===== src/rtl/dac_txfifo.sv =====
module dac_txfifo #(
  parameter int DEPTH = 32,
  parameter int OUT_W = 24
) (
  input  logic             clk,
  input  logic             rst_n,
  input  logic             bus_wr,
  input  logic [1:0]       bus_addr,
  input  logic [31:0]      bus_wdata,
  output logic [31:0]      bus_rdata,
  input  logic             sample_tick,
  output logic             dma_req,
  output logic [2:0]       rate_code,
  output logic             dac_valid,
  output logic [OUT_W-1:0] dac_left,
  output logic [OUT_W-1:0] dac_right
);
  localparam int AW   = (DEPTH > 1) ? $clog2(DEPTH) : 1;
  localparam int CW   = $clog2(DEPTH + 1);
  localparam int PADW = OUT_W - 16;

  logic             flush_q, dma_en, wide, msb_rep, mono, hold_last, req_q, urun, orun;
  logic [1:0]       stop_code;
  logic [5:0]       thresh;
  logic [31:0]      scnt;
  logic [OUT_W-1:0] mem [DEPTH];
  logic [AW-1:0]    wr_ptr, rd_ptr;
  logic [CW-1:0]    count;
  logic [OUT_W-1:0] fmt;

  function automatic logic [AW-1:0] inc(input logic [AW-1:0] p);
    return (p == AW'(DEPTH - 1)) ? '0 : p + 1'b1;
  endfunction

  wire ctrl_wr = bus_wr && bus_addr == 2'd0;
  wire stat_wr = bus_wr && bus_addr == 2'd1;
  wire data_wr = bus_wr && bus_addr == 2'd2 && !flush_q;
  wire cnt_wr  = bus_wr && bus_addr == 2'd3;

  wire [CW-1:0] free  = CW'(DEPTH) - count;
  wire          full  = count == CW'(DEPTH);
  wire          empty = count == '0;
  wire [CW-1:0] need  = mono ? CW'(1) : CW'(2);
  wire          pop   = sample_tick && !flush_q && count >= need;
  wire          push  = data_wr && !full;
  wire          drop  = data_wr && full;
  wire [CW-1:0] n_pop = pop ? need : '0;
  wire [AW-1:0] rd_nx = inc(rd_ptr);

  assign dma_req   = dma_en && req_q;
  assign rate_code = rate_q;

  logic [2:0] rate_q;

  always_comb begin
    if (wide)         fmt = bus_wdata[31 -: OUT_W];
    else if (msb_rep) fmt = {bus_wdata[15:0], bus_wdata[15 -: PADW]};
    else              fmt = {bus_wdata[15:0], {PADW{1'b0}}};
  end

  always_comb begin
    case (bus_addr)
      2'd0:    bus_rdata = {13'b0, rate_q, 2'b0, thresh, stop_code, hold_last,
                            mono, msb_rep, wide, dma_en, flush_q};
      2'd1:    bus_rdata = {13'b0, orun, urun, empty, 16'(free)};
      2'd3:    bus_rdata = scnt;
      default: bus_rdata = '0;
    endcase
  end

  always_ff @(posedge clk) if (push) mem[wr_ptr] <= fmt;

  always_ff @(posedge clk or negedge rst_n) begin
    if (!rst_n) begin
      {flush_q, dma_en, wide, msb_rep, mono, hold_last} <= '0;
      stop_code <= '0;
      thresh    <= '0;
      rate_q    <= '0;
    end else if (ctrl_wr) begin
      flush_q   <= bus_wdata[0];
      dma_en    <= bus_wdata[1];
      wide      <= bus_wdata[2];
      msb_rep   <= bus_wdata[3];
      mono      <= bus_wdata[4];
      hold_last <= bus_wdata[5];
      stop_code <= bus_wdata[7:6];
      thresh    <= bus_wdata[13:8];
      rate_q    <= bus_wdata[18:16];
    end else if (flush_q) begin
      flush_q <= 1'b0;
    end
  end

  always_ff @(posedge clk or negedge rst_n) begin
    if (!rst_n) begin
      wr_ptr <= '0;
      rd_ptr <= '0;
      count  <= '0;
    end else if (flush_q) begin
      wr_ptr <= '0;
      rd_ptr <= '0;
      count  <= '0;
    end else begin
      if (push) wr_ptr <= inc(wr_ptr);
      if (pop)  rd_ptr <= mono ? rd_nx : inc(rd_nx);
      count <= count + CW'(push) - n_pop;
    end
  end

  always_ff @(posedge clk or negedge rst_n) begin
    if (!rst_n) req_q <= 1'b0;
    else if (int'(free) > int'(thresh)) req_q <= 1'b1;
    else if (int'(free) < int'(stop_code) * 4 + 4) req_q <= 1'b0;
  end

  always_ff @(posedge clk or negedge rst_n) begin
    if (!rst_n) begin
      urun <= 1'b0;
      orun <= 1'b0;
    end else begin
      if (sample_tick && !pop)             urun <= 1'b1;
      else if (stat_wr && bus_wdata[17])   urun <= 1'b0;
      if (drop)                            orun <= 1'b1;
      else if (stat_wr && bus_wdata[18])   orun <= 1'b0;
    end
  end

  always_ff @(posedge clk or negedge rst_n) begin
    if (!rst_n)      scnt <= '0;
    else if (cnt_wr) scnt <= bus_wdata;
    else if (pop)    scnt <= scnt + 32'(need);
  end

  always_ff @(posedge clk or negedge rst_n) begin
    if (!rst_n) begin
      dac_valid <= 1'b0;
      dac_left  <= '0;
      dac_right <= '0;
    end else begin
      dac_valid <= sample_tick;
      if (pop) begin
        dac_left  <= mem[rd_ptr];
        dac_right <= mono ? mem[rd_ptr] : mem[rd_nx];
      end else if (sample_tick && !hold_last) begin
        dac_left  <= '0;
        dac_right <= '0;
      end
    end
  end
endmodule


===== config.mk =====
export PLATFORM = sky130hd
export DESIGN_NAME = dac_txfifo
export DESIGN_NICKNAME = d
export VERILOG_FILES = /design/src/rtl/dac_txfifo.sv
export SDC_FILE = /design/constraint.sdc
export NUM_CORES = 2
export LEC_CHECK = 0
export ABC_AREA = 1
export BUFFER_PORTS_ARGS = -buffer_cell sky130_fd_sc_hd__buf_4
export CORE_MARGIN = 5
export CORE_UTILIZATION = 45
export CTS_CLUSTER_DIAMETER = 60
export CTS_CLUSTER_SIZE = 20
export DETAILED_ROUTE_END_ITERATION = 8
export REMOVE_ABC_BUFFERS = 1
export SLEW_MARGIN = 20
export SYNTH_ARGS = -nofsm -noshare
export SYNTH_HDL_FRONTEND = slang
export SYNTH_SLANG_ARGS = --single-unit
export TNS_END_PERCENT = 5

===== constraint.sdc =====
create_clock -name clk -period 3.8 [get_ports clk]
set_input_delay 0.57 -clock clk [delete_from_list [all_inputs] [get_ports clk]]
set_output_delay 0.57 -clock clk [all_outputs]
set_load 0.005 [all_outputs]

==> impl_metrics.py <==
metrics = {
    "setup_path": {
        "critPathSlowestCell": "buf_4",
        "crit_chain": "buf_4 -> buf_4 -> nor2_1 -> o21ai_1 -> nand2_1 -> nor2_1 -> nand2_1 -> nand3_1 -> nand3_1 -> nand2_1 -> inv_1 -> a21oi_1",
        "cp-end-kind": "register",
        "worstPathArrival_ns": 3.82,
        "start_kind": "register",
        "timing.rr.start": "rd_ptr[0]",
        "crit_required_ns": 4.39,
        "r2r_setup_slack_ns": 0.57,
        "slowest_delay_ns": 0.76,
        "cp_max_fo": 70,
        "critPathLaunch": "rd_ptr[0]",
        "path_class": "reg2reg",
        "crit_top_cell": "nand2_1",
    },
    "floorplan": {
        "die_x_microns": 331,
        "num_rows": 117,
        "dieArea_sq_mm": 0.110,
        "start_util_pct": 45.4,
        "io_pins": 123,
        "core_region_area_sq_mm": 0.102,
        "dieHeight_microns": 331,
    },
    "synthesis": {
        "synth-seq-cells": 885,
        "async_flop_share_pct": 13.2,
        "yosysWarnings": 0,
        "ys_types": 42,
        "synth_top_cell_by_area": "edfxtp_1",
        "seq_area_frac_synth_pct": 56.1,
        "synth_edf_count": 768,
        "synth_common_cells": "nand2_1, nand3_1, edfxtp_1",
        "synth.cell_area_sq_mm": 0.0464,
        "synthCells": 5496,
        "ys_top_cells_by_area": "edfxtp_1, nand2_1, nand3_1",
        "synth_top_area_share_pct": 49.7,
        "syn_avg_cell_area_sq_um": 8.44,
        "ys.flop_type": "edfxtp_1",
        "yosysMostFrequentCell": "nand2_1",
    },
    "cells_and_area": {
        "area_growth_syn_to_layout_pct": 12.4,
        "postLayoutCoreUtil_pct": 51.1,
        "fin_nets": 5566,
        "drive_above_1_share_pct": 8.69,
        "finalNonFillerCells": 6925,
        "nFillCells": 9472,
        "diodes": 0,
        "design_area_sq_mm": 0.0521,
    },
    "timing": {
        "relSlewSlack_pct": 26.5,
        "fin_skew_ns": 0.0259,
        "setup_violations": 0,
        "period_share_pct": 85.0,
        "worstMarginPinSlew_ns": 1.10,
        "period_minus_slack_ns": 3.23,
        "slew_viol_final": 0,
        "fmax_mhz": 310,
        "whs_ns": 0.123,
        "hold_violations": 0,
        "rsz0062_at_grt": "false",
    },
    "drt": {
        "vias": 40200,
        "wire_per_inst_microns": 24.0,
        "dr.pass1.iters": 6,
        "drtIter0Drc": 5340,
        "drc_errors": 0,
        "drt_wl_total_mm": 166,
        "drtAntennaViolNets": 0,
        "viasPerCell": 5.81,
    },
    "placed_design": {
        "hpwl_mm": 93.2,
        "place_inst": 6776,
        "io_buffers": 122,
        "gp_congestion": 0.916,
        "place_area_sq_mm": 0.0493,
    },
    "cts": {
        "cts_setup_buffers": 0,
        "cts.htree.levels": 3,
        "clock_path_buffers": 3,
        "insertion_delay_ns": 0.68,
        "numCtsBuffers": 79,
        "post_cts_resized": 0,
        "clk_pin_slew_worst_paths_ns": 0.08,
        "holdBufCountCts": 2,
        "cts_tree": "built",
        "cts_root_buffer": "clkbuf_16",
        "clkSinkCount": 885,
    },
    "global_route": {
        "grt_pass1_wl_mm": 243,
        "overflow": 0,
        "grt_pass1_vias": 37600,
        "groute.usage.overall_pct": 29.7,
        "grt_max_degree": 147,
        "antenna_found_initial": 1,
    },
    "run": {
        "max-cap-violations": 0,
    },
    "power": {
        "peakVddDrop_mv": 1.10,
        "p_leak_nw": 21.8,
        "power_per_cell_area_mw_per_mm2": 792,
    },
    "outcome": {
        "status": "finished, final reports clean",
    },
    "hold_path": {
        "hold_path_class": "in2reg",
        "worstHoldStart": "bus_wdata[27]",
    },
}
-- layout make-up --
| cell class | instances | area [sq um] | share of cell area, % |
|---|---|---|---|
| clock inverter | 60 | 742 | 1.42 |
| clock buffer | 87 | 2050 | 3.93 |
| timing repair buffer | 263 | 2670 | 5.12 |
| sequential | 885 | 26000 | 49.9 |
| multi-input combinational | 3849 | 17400 | 33.4 |
| tap | 1368 | 1710 | 3.28 |
| inverter | 413 | 1570 | 3.02 |
-- state kept, by name (all words and copies together) (netlist names) --
| signal | cells |
|---|---|
| count | 6 |
| flush_q | 1 |
| dac_right | 24 |
| scnt | 32 |
| wr_ptr | 5 |
| orun | 1 |
| rd_ptr | 5 |
| mono | 1 |
| hold_last | 1 |
| dac_left | 24 |
| thresh | 6 |
| wide | 1 |
| msb_rep | 1 |
| mem | 768 |
| dma_en | 1 |
| rate_code | 3 |
| urun | 1 |
| dac_valid | 1 |
| stop_code | 2 |
| req_q | 1 |
-- report_power, final --
| part | total [mW] | internal (mW) | switching [mW] |
|---|---|---|---|
| clock network | 8.64 | 4.38 | 4.26 |
| registers | 12.0 | 11.4 | 0.577 |
| logic | 20.7 | 6.06 | 14.6 |
| total | 41.3 | 21.8 | 19.5 |
-- worst paths after layout --
kind,to,cells after the start
hold reg to reg,dac_left[15],2
hold / removal,scnt[27],3
setup / recovery,dac_right[14],12
min in group asynchronous,scnt[29],2
max in group asynchronous,dac_left[6],3
setup reg to reg,dac_right[14],12
-- through the flow --
stage / total power, mW / setup TNS, ns / setup WS (ns)
floorplan: 22.5 / -747.56 / -17.33
global placement: 32.3 / 0 / 0.671
detailed placement: 32.4 / 0 / 0.654
CTS: 41.0 / 0 / 0.619
global route: 43.6 / 0 / 0.317
finish: 41.3 / 0 / 0.570
-- per-layer routing --
metal / vias up / GRT usage, % / part of all wire [%]
met5: - / 0 / 0.0078
met4: 2 / 12.0 / 4.5
met3: 442 / 4.85 / 10
met2: 2349 / 46.9 / 45
met1: 19200 / 41.4 / 40
li1: 18300 / - / -
-- worst max-delay path: cells and delay by family (launching register included) --
family	cells	cell delay, ns
compound gates	2	0.29
buf+inv	3	1.48
flops	1	0.52
simple gates	7	0.72
-- cells in the final DEF, fill, tap and decap left out, drive strengths merged, types with 11 or more instances in the layout --
master       n
a21oi      161
buf        261
clkbuf      87
clkinv      19
clkinvlp    11
dfrtp      117
edfxtp     768
ha          35
inv        440
nand2     1938
nand3     1029
nand4       12
nor2       362
nor3        23
o211ai      14
o21ai      204
o221ai      16
xor2        29
-- cell families (layout without fill, tap and decap cells) --
| group | after synthesis | in the layout | share of synthesized area, % |
|---|---|---|---|
| adders and majority gates | 37 | 37 | 1.03 |
| and+or+nand+nor | 3367 | 3367 | 30.3 |
| DFF | 885 | 885 | 56.1 |
| xor gates and xnor gates | 32 | 32 | 0.604 |
| AOI/OAI and AO/OA | 413 | 413 | 4.75 |
| buffers and inverters | 762 | 823 | 7.30 |
(Power assumes the default switching activity.)
